--- src/rtl/rxmf_pkg.sv ---
package rxmf_pkg;
  typedef struct packed {
    logic is_addr;
    logic match;
  } rxmf_class_t;
endpackage

--- src/rtl/rxmf_format.sv ---
module rxmf_format #(
  parameter int WORD_W = 9,
  localparam int IDX_W = $clog2(WORD_W)
) (
  input  logic              clk,
  input  logic              rst,
  input  logic              len_nine,
  input  logic              par_en,
  output logic [IDX_W-1:0]  idx_now,
  output logic [WORD_W-1:0] keep_mask,
  output logic [IDX_W-1:0]  idx_q
);
  always_comb begin
    case ({len_nine, par_en})
      2'b10:   idx_now = IDX_W'(WORD_W - 1);
      2'b11:   idx_now = IDX_W'(WORD_W - 2);
      2'b00:   idx_now = IDX_W'(WORD_W - 2);
      default: idx_now = IDX_W'(WORD_W - 3);
    endcase
    keep_mask = len_nine ? {WORD_W{1'b1}} : {1'b0, {(WORD_W-1){1'b1}}};
  end

  always_ff @(posedge clk) begin
    if (rst) idx_q <= '0;
    else     idx_q <= idx_now;
  end
endmodule

--- src/rtl/rxmf_classify.sv ---
module rxmf_classify
  import rxmf_pkg::*;
#(
  parameter int WORD_W = 9,
  parameter int ADDR_W = 4,
  localparam int IDX_W = $clog2(WORD_W)
) (
  input  logic [WORD_W-1:0] word,
  input  logic [IDX_W-1:0]  idx,
  input  logic [ADDR_W-1:0] node_addr,
  output rxmf_class_t       cls
);
  logic [WORD_W-1:0] shifted;
  always_comb begin
    shifted     = word >> idx;
    cls.is_addr = shifted[0];
    cls.match   = (word[ADDR_W-1:0] == node_addr);
  end
endmodule

--- src/rtl/rxmf_mute_ctl.sv ---
module rxmf_mute_ctl
  import rxmf_pkg::*;
(
  input  logic        clk,
  input  logic        rst,
  input  logic        char_valid,
  input  rxmf_class_t cls,
  input  logic        mute_wr,
  input  logic        mute_wdata,
  input  logic        buf_full,
  output logic        accept,
  output logic        mute_q
);
  always_comb begin
    if (!char_valid)     accept = 1'b0;
    else if (cls.is_addr) accept = cls.match;
    else                 accept = !mute_q;
  end

  always_ff @(posedge clk) begin
    if (rst)
      mute_q <= 1'b0;
    else if (char_valid && cls.is_addr)
      mute_q <= !cls.match;
    else if (mute_wr && !buf_full)
      mute_q <= mute_wdata;
  end
endmodule

--- src/rtl/rxmf_holding.sv ---
module rxmf_holding #(
  parameter int WORD_W = 9
) (
  input  logic              clk,
  input  logic              rst,
  input  logic              accept,
  input  logic [WORD_W-1:0] word,
  input  logic [WORD_W-1:0] keep_mask,
  input  logic              data_rd,
  output logic [WORD_W-1:0] data_q,
  output logic              full_q,
  output logic              req_q,
  output logic              ovr_q
);
  logic store;
  logic lost;
  always_comb begin
    store = accept && (!full_q || data_rd);
    lost  = accept && full_q && !data_rd;
  end

  always_ff @(posedge clk) begin
    if (rst) begin
      data_q <= '0;
      full_q <= 1'b0;
      req_q  <= 1'b0;
      ovr_q  <= 1'b0;
    end else begin
      req_q <= store;
      if (store)        data_q <= word & keep_mask;
      if (store)        full_q <= 1'b1;
      else if (data_rd) full_q <= 1'b0;
      if (lost)         ovr_q  <= 1'b1;
      else if (data_rd) ovr_q  <= 1'b0;
    end
  end
endmodule

--- src/rtl/rx_mute_filter.sv ---
module rx_mute_filter
  import rxmf_pkg::*;
#(
  parameter int WORD_W = 9,
  parameter int ADDR_W = 4,
  localparam int IDX_W = $clog2(WORD_W)
) (
  input  logic              clk,
  input  logic              rst,
  input  logic              char_valid,
  input  logic [WORD_W-1:0] char_word,
  input  logic              len_nine,
  input  logic              par_en,
  input  logic [ADDR_W-1:0] node_addr,
  input  logic              mute_wr,
  input  logic              mute_wdata,
  input  logic              data_rd,
  output logic [WORD_W-1:0] rd_data,
  output logic              buf_full,
  output logic              rx_req,
  output logic              overrun,
  output logic              mute_state,
  output logic [IDX_W-1:0]  msb_idx
);
  logic [IDX_W-1:0]  idx_now;
  logic [WORD_W-1:0] keep_mask;
  rxmf_class_t       cls;
  logic              accept;

  rxmf_format #(.WORD_W(WORD_W)) u_format (
    .clk(clk), .rst(rst), .len_nine(len_nine), .par_en(par_en),
    .idx_now(idx_now), .keep_mask(keep_mask), .idx_q(msb_idx)
  );

  rxmf_classify #(.WORD_W(WORD_W), .ADDR_W(ADDR_W)) u_classify (
    .word(char_word), .idx(idx_now), .node_addr(node_addr), .cls(cls)
  );

  rxmf_mute_ctl u_mute (
    .clk(clk), .rst(rst), .char_valid(char_valid), .cls(cls),
    .mute_wr(mute_wr), .mute_wdata(mute_wdata), .buf_full(buf_full),
    .accept(accept), .mute_q(mute_state)
  );

  rxmf_holding #(.WORD_W(WORD_W)) u_hold (
    .clk(clk), .rst(rst), .accept(accept), .word(char_word),
    .keep_mask(keep_mask), .data_rd(data_rd), .data_q(rd_data),
    .full_q(buf_full), .req_q(rx_req), .ovr_q(overrun)
  );
endmodule

--- config.mk ---
export PLATFORM = sky130hd
export DESIGN_NAME = rx_mute_filter
export DESIGN_NICKNAME = d
export VERILOG_FILES = /design/src/rtl/rxmf_pkg.sv /design/src/rtl/rxmf_format.sv /design/src/rtl/rxmf_classify.sv /design/src/rtl/rxmf_mute_ctl.sv /design/src/rtl/rxmf_holding.sv /design/src/rtl/rx_mute_filter.sv
export SDC_FILE = /design/constraint.sdc
export NUM_CORES = 1
export LEC_CHECK = 0
export BUFFER_PORTS_ARGS = -buffer_cell sky130_fd_sc_hd__buf_4
export CORE_MARGIN = 4
export CORE_UTILIZATION = 41
export CTS_CLUSTER_DIAMETER = 200
export DETAILED_ROUTE_END_ITERATION = 8
export PLACE_DENSITY = 0.74
export SYNTH_ARGS = -nofsm -noshare
export SYNTH_HDL_FRONTEND = slang
export SYNTH_HIERARCHICAL = 1
export SYNTH_SLANG_ARGS = --single-unit
--- constraint.sdc ---
create_clock -name clk -period 2.2 [get_ports clk]
set_clock_uncertainty 0.2 [all_clocks]
set_input_delay 0 -clock clk [delete_from_list [all_inputs] [get_ports clk]]
set_output_delay 0 -clock clk [all_outputs]
set_load 0.02 [all_outputs]
Yosys cells after proc, flatten, opt, wreduce, memory -nomap -nowiden
Index checks and enable logic that the tools add are counted.
Widths: inputs -> output; s select.
Cells by class
  equal/unequal tests: 3
  shift-type cells: 1
  muxes and demuxes: 9
  bitwise gates (word level): 1
  reductions and logical operators: 15
Operators by type and width (count)
  $and 9x9->9: 1
  $mux 9: 1
  $shr 9x4->1: 1
  $pmux 4 s2: 1
  $mux 1: 7
  $reduce_bool 2->1: 3
  $logic_and 1x1->1: 5
  $eq 2x2->1 const B: 2
  $eq 4x4->1: 1
  $logic_not 1->1: 4
  $logic_not 2->1: 1
  $reduce_or 2->1: 1
  $logic_or 1x1->1: 1
Storage, ports and cells
  register bits after elaboration: 17
  bits of input ports: 21
  output and inout port bits: 17

Depth between registers and ports, before layout
Gate-level depths: netlist (run 1).
  depth after elaboration: 9
  gate-level depth with buffers: 14
  gate-level depth less buffers: 12

Cells and area by module
Netlist (run 1), hierarchy kept.
Modules (own cells, without submodules)
  rxmf_holding: times used 1, cells each 51, area each 451.7 um^2, seq. area each 240.2 um^2
  rxmf_format: times used 1, cells each 22, area each 195.2 um^2, seq. area each 60.1 um^2
  rxmf_classify: times used 1, cells each 15, area each 123.9 um^2, seq. area each 0.0 um^2
  rxmf_mute_ctl: times used 1, cells each 8, area each 80.1 um^2, seq. area each 20.0 um^2

Worst setup path before layout (run 1)
No wires, ideal clock.
  kind: input to register
  from: in par_en
  to: reg u_hold.data_q[0]
  library setup time: 0.132 ns
  arrival time: 1.852 ns
  path slack: 0.016 ns
  stages on the path: 11
  path buffers: 1
  cells stage by stage: inv_1 ha_1 mux4_2 a21boi_0 a21oi_1 o21ai_0 and2_1 inv_1 buf_2 o21ai_0 a21oi_1
RTL lines
  from (decl): RTL line rx_mute_filter.sv:13  | input logic par_en,
  to (signal assigned): RTL line rxmf_holding.sv:30  | if (store) data_q <= word & keep_mask;
  to (decl): RTL line rxmf_holding.sv:10  | output logic [WORD_W-1:0] data_q,

==> results of run 1 <==
[metal layers]
layer / vias up / GRT usage
li1: 435 / -
met1: 408 / 0.2186
met2: 43 / 0.3469
met3: 2 / 0.02770
met4: 0 / 0.08511
met5: - / 0
[sequential cells by signal, summed over array words and instances, names as in the netlist]
register and count:
u_hold/full_q 1, u_hold/req_q 1, u_hold/data_q 9, u_hold/ovr_q 1, u_format/idx_q 3, u_mute/mute_q 1
[kinds of logic after synthesis]
| family | synth area share |
|---|---|
| XOR/XNOR | 0.04117 |
| adder cells (fa/ha/maj) | 0.02941 |
| buffers and inverters | 0.1485 |
| AO/OA/AOI/OAI | 0.1927 |
| AND/OR/NAND/NOR | 0.1574 |
| multiplexers | 0.05000 |
| other | 0.004408 |
| flip-flops | 0.3765 |
[power breakdown]
part           internal [mW]  switching, mW  total (mW)
registers              0.305        0.00896       0.314
logic                  0.108          0.102       0.211
clock network          0.101         0.0927       0.193
[synthesized netlist by cell type (all sizes together)]
| cell | instances | area share |
|---|---|---|
| and2 | 1 | 0.0074 |
| a21boi | 1 | 0.0088 |
| nor3 | 2 | 0.012 |
| clkbuf | 1 | 0.0044 |
| nor4 | 1 | 0.0074 |
| nand2 | 1 | 0.0044 |
| a31oi | 1 | 0.0074 |
| mux2i | 2 | 0.024 |
| a21oi | 12 | 0.071 |
| nor2b | 3 | 0.022 |
| xor2 | 4 | 0.041 |
| nand4 | 9 | 0.066 |
| inv | 4 | 0.018 |
| dfxtp | 16 | 0.38 |
| a221oi | 1 | 0.018 |
| nand2b | 2 | 0.015 |
| and3b | 1 | 0.010 |
| a311oi | 1 | 0.018 |
| o21ai | 10 | 0.059 |
| buf | 15 | 0.13 |
| mux4 | 1 | 0.026 |
| ha | 2 | 0.029 |
| nor2 | 3 | 0.013 |
| conb | 1 | 0.0044 |
| a221o | 1 | 0.012 |
[how the worst max path moves through the flow]
stage / from / to / slack (ns) / depth (start not counted)
floorplan: par_en / u_hold/data_q[0] / 0.02 / 11
global placement: par_en / u_hold/data_q[4] / -0.09 / 12
finish: char_word[1] / u_hold/data_q[3] / 0.09 / 11
detailed placement: par_en / u_hold/data_q[4] / -0.20 / 12
global route: par_en / u_hold/data_q[3] / 0.01 / 11
CTS: char_word[1] / u_hold/data_q[4] / 0.1 / 11
[stage by stage]
stage,std cells,hold WS (ns),utilization
after floorplan,103,-0.1284,-
after global placement,157,-0.01384,0.5721
after detailed placement,157,-0.01177,0.5721
after CTS,178,0.07381,0.6773
after global routing,178,0.09569,0.6805
final,178,0.08008,0.6805
[timing repair]
action,4_1_cts,5_1_grt
buffers inserted,0,0
gates resized for setup,0,2
hold buffers,17,0
endpoints found under the setup margin,0,7
endpoints found under the hold margin,16,0
[cell type report]
class	count	share of cell area
clock buffers	4	0.02718
inverters	4	0.01125
multi-input cells	67	0.3271
flip-flops and latches	16	0.2399
well taps	27	0.02530
repair buffers	60	0.3693
[critical path: cells and delay by family]
family / cells / cell delay [ns]
buffers and inverters: 4 / 1.06
and+or+nand+nor: 4 / 0.66
AOI/OAI and AO/OA: 2 / 0.27
xor gates and xnor gates: 1 / 0.14
==> results by stage, run 1 <==
Floorplanning:
- The floorplan step defined a die boundary enclosing 0.002868 mm2.
- The number of cell rows is 16.
- The number of top-level pins is 38.
- After floorplanning, the core was sized to cover 0.001962 mm2.
- The initial cell density of the core is 0.4337.
- The floorplan step set the die height to 53.56 um.
- The floorplan step set the die width to 53.56 um.

Setup path:
- Counting cells, the worst reg-to-reg path comes to 3.
- The slowest stage of the critical path belongs to the cell dlygate4sd3_1.
- Data on the critical path is required at its endpoint by 2.21 ns.
- STA puts the critical path data arrival time at 2.12 ns.
- The critical path class is in -> reg.
- Walking the worst path, the cells encountered are dlygate4sd3_1 > buf_4 > xor2_1 > nor4_2 > buf_4 > nand2_1 > o21ai_0 > and2_1 > buf_4 > nand4_1 > a21oi_1.
- On the worst path, the slowest cell contributes a delay of 0.54 ns.
- The type of destination of the critical path is a flip-flop.
- The startpoint type of the worst setup path is an input pin.
- The worst-case register-to-register setup slack is 0.59 ns.
- The worst register-to-register path ends at u_hold/data_q[3].
- The cell that appears most often on the critical path is buf_4.
- The maximum fanout along the worst path is 10.
- The startpoint identified for the worst register-to-register timing path is u_hold/full_q.

CTS:
- The number of H-tree branching levels is 1.
- No sink is reached through more buffers than the 2 on the longest clock path.
- The post-CTS clock slew at the launch and capture registers of the worst setup and hold paths is 0.09 ns.
- For this design, the sink count on the clock tree is 16.
- The clock latency at the later pin of the worst-skew pair is 0.28 ns.
- TritonCTS built the clock tree.
- In this run, CTS created clock tree buffers numbering 3.
- The buffer type at the clock tree root is clkbuf_4.

Routing:
- The detailed router finished its first iteration with 17 violations.
- Summed over all nets, wire length on met2 after detailed routing comes to 1.308 mm.
- The detail-routed via count per cell is 4.989.
- The final layout contains routed wiring with a total length of 2.446 mm.
- In the routed design, unresolved DRC markers number 0.
- For this block, the via count after detailed routing is 888.
- In the detailed route, the total length drawn on met3 is 172 um.
- The per-cell routed wire length is 13.74 um.
- The length of the first detailed-routing pass in iterations is 4.
- For this block, wires on met1 add up to 946 um.
- The detail route stage leaves a number of antenna-violating nets equal to 0.
- The highest routed metal layer is met4.

Timing:
- The final total negative setup slack is 0 ns.
- At the pin with the least slew margin, the transition time is 0.6499 ns.
- The max-slew violation count is 0.
- The total setup violations reported at the end of the flow is 0.
- Headroom to the max-slew limit came out at 0.5658.
- The clock period minus final worst setup slack is 2.111 ns.
- The final number of hold-violating endpoints came to 0.
- Setup repair after global routing left no endpoint under its margin.
- The share of the clock period used by the worst path after layout is 0.9597.
- Timing would allow up to 473.6 MHz.
- The final worst setup slack is 0.08866 ns.

Pwr:
- In this run the power density over the cells is 537.7 mW/mm2.
- Summing internal, switching and leakage power gives 0.7179 mW.
- Summed over all cells, the static leakage comes to 0.5978 nW.
- IR analysis of the VDD net gives a maximum drop of 0.0003630 V.

Worst hold path:
- Counting instances, the worst hold path has a depth of 4.
- The worst hold-check path type is in -> reg.
- The path with the worst hold slack has its endpoint at u_format/idx_q[3].
- The hold path startpoint is len_nine.

Global route:
- For this run, the total global-route usage over all layers was measured as 0.1908.
- The overflow left after global routing is 0.
- The initial antenna violation count is 0.
- The number of global-route vias before repair is 872.
- The first global-routing pass estimated 3.926 mm of wire.
- Entering global routing, the biggest net connects 17 pins.

Synthesis:
- The cell count after synthesis came out at 96.
- The synthesized netlist occupies a cell area of 850.8 um2.
- After synthesis the netlist holds a flip-flop and latch count of 16.
- The number of distinct library cells after synthesis is 27.
- The yosys synthesis warning count is 6.
- The share of the Yosys chip area taken by registers is 0.3765.
- A synthesized cell averages 8.863 um2.

Layout:
- The library cell used most frequently in the layout, excluding fill and tap cells, is buf_4.
- After routing the design area is 0.001335 mm2.
- In the final layout, flip-flops and latches occupy 320.3 um2.
- The number of fill cells in the layout is 161.
- The footprint of the multi-input gates is 436.7 um2.
- The signed area change from the synthesized netlist to the final layout is 56.91%.
- Of the cells placed in the final design, the portion with a size suffix greater than 1 is 0.3444.
- The top cell types in the final layout, fill and taps aside, are 43 x buf_4, 17 x dlygate4sd3_1, 16 x dfxtp_1.
- 0 antenna diodes ended up in the layout.
- The final layout contains 175 nets.

Outcome:
- The run finished with clean final reports.

Run:
- The tool flagged a number of max-cap violations equal to 0.

Placed design:
- After legalization and detailed placement, the total HPWL measured 1.673 mm.
- The placed standard-cell area is 0.001122 mm2.
- The worst slack at placement is -0.1961 ns.
- The congestion estimate from routability-driven global placement came to 0.8757.
- Buffers placed on the I/O ports in this run total 37.
No activity file was read; power rests on OpenSTA's default activity.
==> inputs of run 2 (changes only) <==
- CORE_UTILIZATION: 41 -> 40
- PLACE_DENSITY: 0.74 -> 0.73
- SYNTH_HIERARCHICAL: 1 -> default
==> run 2 against run 1 <==
  * Synthesized cell count fell by 11%
  * Global-route usage down 2.7 points
  * Register-to-register slack worse by 0.33 ns
  * Hold slack improved by 0.088 ns
  * Non-clock buffer count up 5
  * Largest power group unchanged
  * Highest routed layer unchanged
==> results by stage, run 2 <==
CTS:
- The post-CTS clock slew at the launch and capture registers of the worst setup and hold paths was 0.09 ns (about the same).
- The clock latency at the later pin of the worst-skew pair is 0.28 ns (about the same).
- The largest buffer count on any clock path is 2 (unchanged).
- The number of H-tree branching levels is 1 (unchanged).
- The number of setup buffers added after CTS was 0 (unchanged).
- The number of sinks driven by the clock tree is 16 (unchanged).
- The number of buffers created by CTS is 3 (unchanged).
- The buffer type at the clock tree root is clkbuf_4 (unchanged).
- The clock tree from TritonCTS is done (unchanged).

Setup path:
- The critical path class is in -> reg (unchanged).
- The maximum fanout along the worst path was 5 (was 10).
- The type of destination of the critical path is a flip-flop (unchanged).
- The startpoint type of the worst setup path was an input pin (unchanged).
- The data arrival time of the worst path is 2.14 ns (was 2.12 ns).
- The endpoint required time on the critical path is 2.20 ns (was 2.21 ns).

Placed design:
- The global placer's final weighted congestion is 0.7646 (was 0.8757).
- The HPWL after detailed placement is 1.350 mm (was 1.673 mm).
- The number of port buffers was 37 (unchanged).
- The placed standard-cell area is 0.001116 mm2 (was 0.001122 mm2).
- The worst slack at placement was -0.1475 ns (was -0.1961 ns).

Routing:
- The antenna violation net count after detailed routing is 0 (unchanged).
- The initial DRC count is 7 (was 17).
- The via count is 836 (was 888).
- The length of the first detailed-routing pass in iterations came to 4 (unchanged).
- The detail-routed via count per cell was 4.723 (was 4.989).
- The residual DRC count is 0 (unchanged).
- The per-cell routed wire length came to 11.98 um (was 13.74 um).
- The routed wire length is 2.121 mm (was 2.446 mm).

Timing:
- The final number of hold-violating endpoints is 0 (unchanged).
- The max-slew headroom at the worst pin is 0.6489 (was 0.5658).
- The share of the clock period used by the worst path after layout came to 0.9725 (was 0.9597).
- The total setup violations reported at the end of the flow came to 0 (unchanged).
- The achievable clock frequency is 467.4 MHz (was 473.6 MHz).
- The max-slew violation count was 0 (unchanged).
- The transition at the pin with the smallest max-transition slack is 0.5235 ns (was 0.6499 ns).
- Setup repair after global routing missed its margin: false (unchanged).
- The final worst setup slack is 0.06040 ns (was 0.08866 ns).
- The final hold slack was 0.1682 ns (was 0.08008 ns).
- The clock period minus final worst setup slack is 2.140 ns (was 2.111 ns).

Floorplanning:
- The full die area is 0.002811 mm2 (was 0.002868 mm2).
- The initial cell density of the core is 0.4175 (was 0.4337).
- The horizontal die dimension is 53.02 um (was 53.56 um).
- The number of cell rows is 16 (unchanged).
- The core area is 0.001942 mm2 (was 0.001962 mm2).
- The number of top-level pins is 38 (unchanged).
- The height of the chip is 53.02 um (was 53.56 um).

Synthesis:
- The proportion of synthesized chip area in sequential cells came to 0.3951 (was 0.3765).
- Ranking of synthesized cells by area: dfxtp_1 40%, nand2b_1 14%, mux2i_1 14% (was dfxtp_1 38%, buf_4 11%, a21oi_1 7.1%).
- The fraction of post-synthesis cell area in the top cell type by area is 0.3951 (was 0.3765).
- The yosys synthesis warning count came to 0 (was 6).
- Top cell types by occurrence after synthesis: 18 x nand2b_1, 16 x dfxtp_1, 11 x mux2i_1 (was 16 x dfxtp_1, 13 x buf_4, 12 x a21oi_1, 9 x nand4_1, 6 x o21ai_0).
- The register bit total from synthesis is 16 (unchanged).
- The most used flip-flop cell after synthesis is dfxtp_1 (unchanged).
- The post-synthesis area per instance is 9.539 um2 (was 8.863 um2).
- The most frequent cell after synthesis is nand2b_1 (was dfxtp_1).
- The share of synthesized registers carrying an async set or reset is 0 (unchanged).
- The net count of the mapped netlist is 108.
- The number of synthesized flops with an enable pin was 0 (unchanged).
- The combined area of all synthesized cells is 810.8 um2 (was 850.8 um2).
- The number of distinct library cells after synthesis is 26 (was 27).
- The library cell occupying the most area in the post-synthesis netlist is dfxtp_1 (unchanged).
- The number of standard cells after synthesis is 85 (was 96).

Global route:
- The global-route wire length before repair is 3.422 mm (was 3.926 mm).
- The overflow left after global routing was 0 (unchanged).
- The largest net degree at the start of global routing is 26 (was 17).
- The number of global-route vias before repair is 817 (was 872).
- The global-route usage over all layers is 0.1638 (was 0.1908).
- The initial antenna violation count is 0 (unchanged).

Pwr:
- The static leakage is 0.6146 nW (was 0.5978 nW).
- The cell area power density is 508.0 mW/mm2 (was 537.7 mW/mm2).
- The maximum vdd drop is 0.0003096 V (was 0.0003630 V).

Layout:
- Top flop regs: u_hold.data_q: 9 flops, u_format.idx_q: 3 flops (was u_hold/data_q: 9 flops, u_format/idx_q: 3 flops).
- The flip-flop count of the largest register after layout was 9 (unchanged).
- The final standard cell area without fillers is 0.001420 mm2 (was 0.001335 mm2).
- The signed area change from the synthesized netlist to the final layout came to 75.15% (was 56.91%).
- The proportion of layout cells with a drive suffix above 1 is 0.3067 (was 0.3444).
- Leading cell types in the layout, fill and taps excluded: 39 x buf_4, 26 x dlygate4sd3_1, 18 x nand2b_1 (was 43 x buf_4, 17 x dlygate4sd3_1, 16 x dfxtp_1).
- The most common library cell in the layout ignoring fill and taps is buf_4 (unchanged).
- The total inserted antenna cells is 0 (unchanged).
- The final layout net count is 175 (unchanged).
- The largest register by flop count is u_hold.data_q (was u_hold/data_q).

Outcome:
- Status: complete, no violations (unchanged).

Run:
- The max-cap violation count is 0 (unchanged).

Worst hold path:
- The worst hold-check path type is in -> reg (unchanged).
## run 2: metal layers
layer	up-vias	wire [um]	GRT usage
met2	30	1060	0.2727
met1	381	916	0.2078
met4	0	24	0.06383
met3	4	119	0.02817
li1	421	-	-
met5	-	0	0
## run 2: logic make-up (layout without fill, tap and decap cells)
group | Yosys count | in the layout | synth area share
DFF | 16 | 16 | 0.3951
and+or+nand+nor | 33 | 33 | 0.2423
xor gates and xnor gates | 4 | 4 | 0.04321
AOI/OAI and AO/OA | 10 | 11 | 0.08334
muxes | 12 | 12 | 0.1543
buffers and inverters | 8 | 72 | 0.05093
adders and majority gates | 2 | 2 | 0.03086
## run 2: per-stage QoR
stage | TNS [ns] | std cells | util | power, mW
floorplan | 0 | 85 | - | 0.4432
global placement | -0.6372 | 147 | 0.5747 | 0.5240
detailed placement | -1.240 | 147 | 0.5747 | 0.5274
CTS | 0 | 176 | 0.7204 | 0.7144
global route | 0 | 177 | 0.7313 | 0.7601
finish | 0 | 177 | 0.7313 | 0.7215
## run 2: area by class of cell
cell class | instances | area, um2
fill | 147 | 521.8
inverter | 4 | 15.01
tap | 27 | 33.78
sequential | 16 | 320.3
multi-input combinational | 62 | 475.5
clock buffer | 3 | 22.52
timing repair buffer | 65 | 553.0
## run 2: worst max-delay path, cell delays in order
cell	delay [ns]
dlygate4sd3_1	0.53
buf_4	0.16
mux2_4	0.27
and3_4	0.19
or4_1	0.55
o31ai_4	0.15
mux2i_1	0.28
## run 2: worst paths after layout
check | slack (ns) | to | depth (start not counted) | startpoint
worst min-delay path | 0.17 | u_hold.data_q[2] | 5 | node_addr[0]
worst max-delay path | 0.06 | u_hold.data_q[5] | 7 | char_word[1]
worst max register to register | 0.26 | u_hold.data_q[5] | 5 | u_hold.full_q
worst min register to register | 0.28 | u_hold.ovr_q | 2 | u_hold.ovr_q
## run 2: repair_timing
item,4_1_cts,5_1_grt
hold buffers,26,0
hold endpoints to repair,16,0
gates resized for setup,0,1
endpoints found under the setup margin,0,9
## run 2: report_power, final
part	internal [mW]	switching (mW)	leakage, nW
Clock	0.0635	0.0884	0.0138
Sequential	0.312	0.0122	0.131
Combinational	0.136	0.110	0.469
==> inputs of run 3 (changes only) <==
- CORE_ASPECT_RATIO: default -> 0.75
- CORE_UTILIZATION: 40 -> 42
- CTS_BUF_LIST: default -> sky130_fd_sc_hd__clkbuf_4
- PLACE_DENSITY: 0.73 -> 0.76
==> run 3 against run 2 <==
  * Sequential power barely moved
  * Flip-flop and latch count did not move
  * Hold slack got worse by 0.15 ns
  * Total power rose by 0.25%
  * Global-route usage rose by 3.5 points
  * Setup slack improved by 0.015 ns
  * Highest routed layer unchanged
==> results by stage, run 3 (synthesis gave the netlist of run 2 again) <==
Timing:
- The final number of hold-violating endpoints is 0 (unchanged).
- The final worst setup slack was 0.07566 ns (was 0.06040 ns).
- The max-slew headroom at the worst pin is 0.5576 (was 0.6489).
- The final hold slack is 0.01954 ns (was 0.1682 ns).
- The max-slew violation count is 0 (unchanged).
- The total setup violations reported at the end of the flow is 0 (unchanged).
- The share of the clock period used by the worst path after layout was 0.9656 (was 0.9725).
- The clock period minus final worst setup slack is 2.124 ns (was 2.140 ns).
- The achievable clock frequency came to 470.7 MHz (was 467.4 MHz).
- The transition at the pin with the smallest max-transition slack is 0.6635 ns (was 0.5235 ns).
- Setup repair after global routing missed its margin: false (unchanged).

Floorplanning:
- The core area is 0.001773 mm2 (was 0.001942 mm2).
- The number of top-level pins is 38 (unchanged).
- The horizontal die dimension came to 58.74 um (was 53.02 um).
- The height of the chip is 46.05 um (was 53.02 um).
- The number of cell rows is 13 (was 16).
- The initial cell density of the core is 0.4573 (was 0.4175).
- The full die area is 0.002705 mm2 (was 0.002811 mm2).

CTS:
- The post-CTS clock slew at the launch and capture registers of the worst setup and hold paths came to 0.09 ns (about the same).
- The number of H-tree branching levels is 1 (unchanged).
- The largest buffer count on any clock path came to 2 (unchanged).
- The number of buffers created by CTS is 3 (unchanged).
- The number of sinks driven by the clock tree was 16 (unchanged).
- The clock tree from TritonCTS is done (unchanged).
- The clock latency at the later pin of the worst-skew pair is 0.29 ns (was 0.28 ns).
- The buffer type at the clock tree root was clkbuf_4 (unchanged).

Global route:
- The initial antenna violation count came to 0 (unchanged).
- The global-route wire length before repair is 3.967 mm (was 3.422 mm).
- The overflow left after global routing was 0 (unchanged).
- The number of global-route vias before repair was 878 (was 817).
- The global-route usage over all layers is 0.1987 (was 0.1638).
- The largest net degree at the start of global routing was 26 (unchanged).

Pwr:
- The net switching power figure is 0.2147 mW (was 0.2102 mW).
- The share of total power in combinational logic is 0.333 (was 0.341).
- The cell area power density came to 522.2 mW/mm2 (was 508.0 mW/mm2).
- The static leakage was 0.5997 nW (was 0.6146 nW).
- The sum of internal, switching and leakage power is 0.7232 mW (was 0.7215 mW).
- The design internal power was 0.5086 mW (was 0.5112 mW).
- The part of the total power dissipated in the clock network was 0.218 (was 0.210).
- The sequential share of power is 0.449 (about the same).
- The fraction of power spent switching nets is 0.2968 (was 0.2914).
- The maximum vdd drop is 0.0004546 V (was 0.0003096 V).

Routing:
- The per-cell routed wire length came to 14.00 um (was 11.98 um).
- The via count is 852 (was 836).
- The length of the first detailed-routing pass in iterations was 4 (unchanged).
- The initial DRC count was 21 (was 7).
- The routed wire length is 2.380 mm (was 2.121 mm).
- The antenna violation net count after detailed routing came to 0 (unchanged).
- The detail-routed via count per cell came to 5.012 (was 4.723).
- The residual DRC count is 0 (unchanged).

Outcome:
- Status: complete, no violations (unchanged).

Layout:
- Leading cell types in the layout, fill and taps excluded: 39 x buf_4, 24 x dlygate4sd3_1, 18 x nand2b_1 (was 39 x buf_4, 26 x dlygate4sd3_1, 18 x nand2b_1).
- The footprint of the multi-input gates is 462.9 um2 (was 475.5 um2).
- The flip-flop count of the largest register after layout is 9 (unchanged).
- The number of standard cells in the final layout excluding fillers was 170 (was 177).
- The signed area change from the synthesized netlist to the final layout is 70.83% (was 75.15%).
- The register area is 320.3 um2 (unchanged).
- The number of fill cells in the layout is 118 (was 147).
- The proportion of layout cells with a drive suffix above 1 is 0.3041 (was 0.3067).
- The final standard cell area without fillers is 0.001385 mm2 (was 0.001420 mm2).
- The total inserted antenna cells is 0 (unchanged).
- Top flop regs: u_hold.data_q: 9 flops, u_format.idx_q: 3 flops (unchanged).
- The most common library cell in the layout ignoring fill and taps is buf_4 (unchanged).
- The largest register by flop count is u_hold.data_q (unchanged).
- The final layout net count is 172 (was 175).

Placed design:
- The global placer's final weighted congestion is 0.7202 (was 0.7646).
- The number of port buffers is 37 (unchanged).
- The count of placed standard cells including taps is 142 (was 147).
- The placed standard-cell area was 0.001110 mm2 (was 0.001116 mm2).
- The worst slack at placement is -0.1986 ns (was -0.1475 ns).
- The HPWL after detailed placement is 1.408 mm (was 1.350 mm).

Setup path:
- The origin of the worst setup path is char_word[7] (was char_word[1]).
- The type of destination of the critical path is a flip-flop (unchanged).
- The worst-case register-to-register setup slack is 0.30 ns (was 0.26 ns).
- The critical path class was in -> reg (unchanged).
- The data arrival time of the worst path is 2.14 ns (about the same).
- The depth of the worst register-to-register path came to 5 (unchanged).
- The launch point of the worst reg-to-reg path is u_hold.full_q (unchanged).
- The endpoint required time on the critical path is 2.22 ns (was 2.20 ns).
- The maximum fanout along the worst path is 9 (was 5).
- The startpoint type of the worst setup path is an input pin (unchanged).
- The capture point of the worst reg-to-reg path was u_hold.data_q[6] (was u_hold.data_q[5]).

Worst hold path:
- The number of instances on the worst hold path is 4 (was 5).
- The end of the worst hold path is u_mute.mute_q (was u_hold.data_q[2]).
- The hold path startpoint was mute_wr (was node_addr[0]).
- The worst hold-check path type is in -> reg (unchanged).

Run:
- The max-cap violation count was 0 (unchanged).
run 3: cell type report:
| class | count | share of cell area |
|---|---|---|
| clock inverter | 1 | 0.002710 |
| timing repair buffer | 63 | 0.3848 |
| inverter | 4 | 0.01084 |
| tap | 22 | 0.01987 |
| sequential | 16 | 0.2313 |
| multi-input combinational | 61 | 0.3342 |
| clock buffer | 3 | 0.01626 |
run 3: power by group through the flow:
stage	clock, mW	sequential, mW	combinational, mW
final	0.158	0.325	0.241
after global routing	0.180	0.328	0.259
after CTS	0.163	0.324	0.231
after detailed placement	0	0.331	0.197
after global placement	0	0.329	0.195
after floorplan	0	0.356	0.0867
run 3: stage by stage:
stage,setup TNS [ns],utilization
floorplan,0,-
global placement,-1.046,0.6260
detailed placement,-1.648,0.6260
CTS,0,0.7763
global route,0,0.7812
finish,0,0.7812
run 3: worst max-delay path, cell delays in order:
cell           delay [ns]
dlygate4sd3_1        0.54
buf_4                0.14
mux2_4               0.27
and3_4               0.19
or4_1                0.53
o31ai_4              0.20
mux2i_1              0.27
run 3: worst max-delay path by stage:
stage	end
2_1_floorplan	u_hold.data_q[0]
3_3_place_gp	u_hold.data_q[0]
3_5_place_dp	u_hold.data_q[3]
4_1_cts	u_hold.data_q[6]
5_1_grt	u_hold.data_q[3]
6_report	u_hold.data_q[6]
run 3: per-layer routing:
layer	vias to the layer above	wire length, um	track usage
met1	395	914	0.2153
met2	36	1244	0.3678
li1	415	-	-
met5	-	0	0
met3	6	168	0.05602
met4	0	53	0.08145
run 3: what timing repair did:
action,in CTS,in global routing
hold buffers,24,0
hold endpoints to repair,16,0
endpoints found under the setup margin,0,9
gates resized for setup,0,1
buffers inserted,0,0
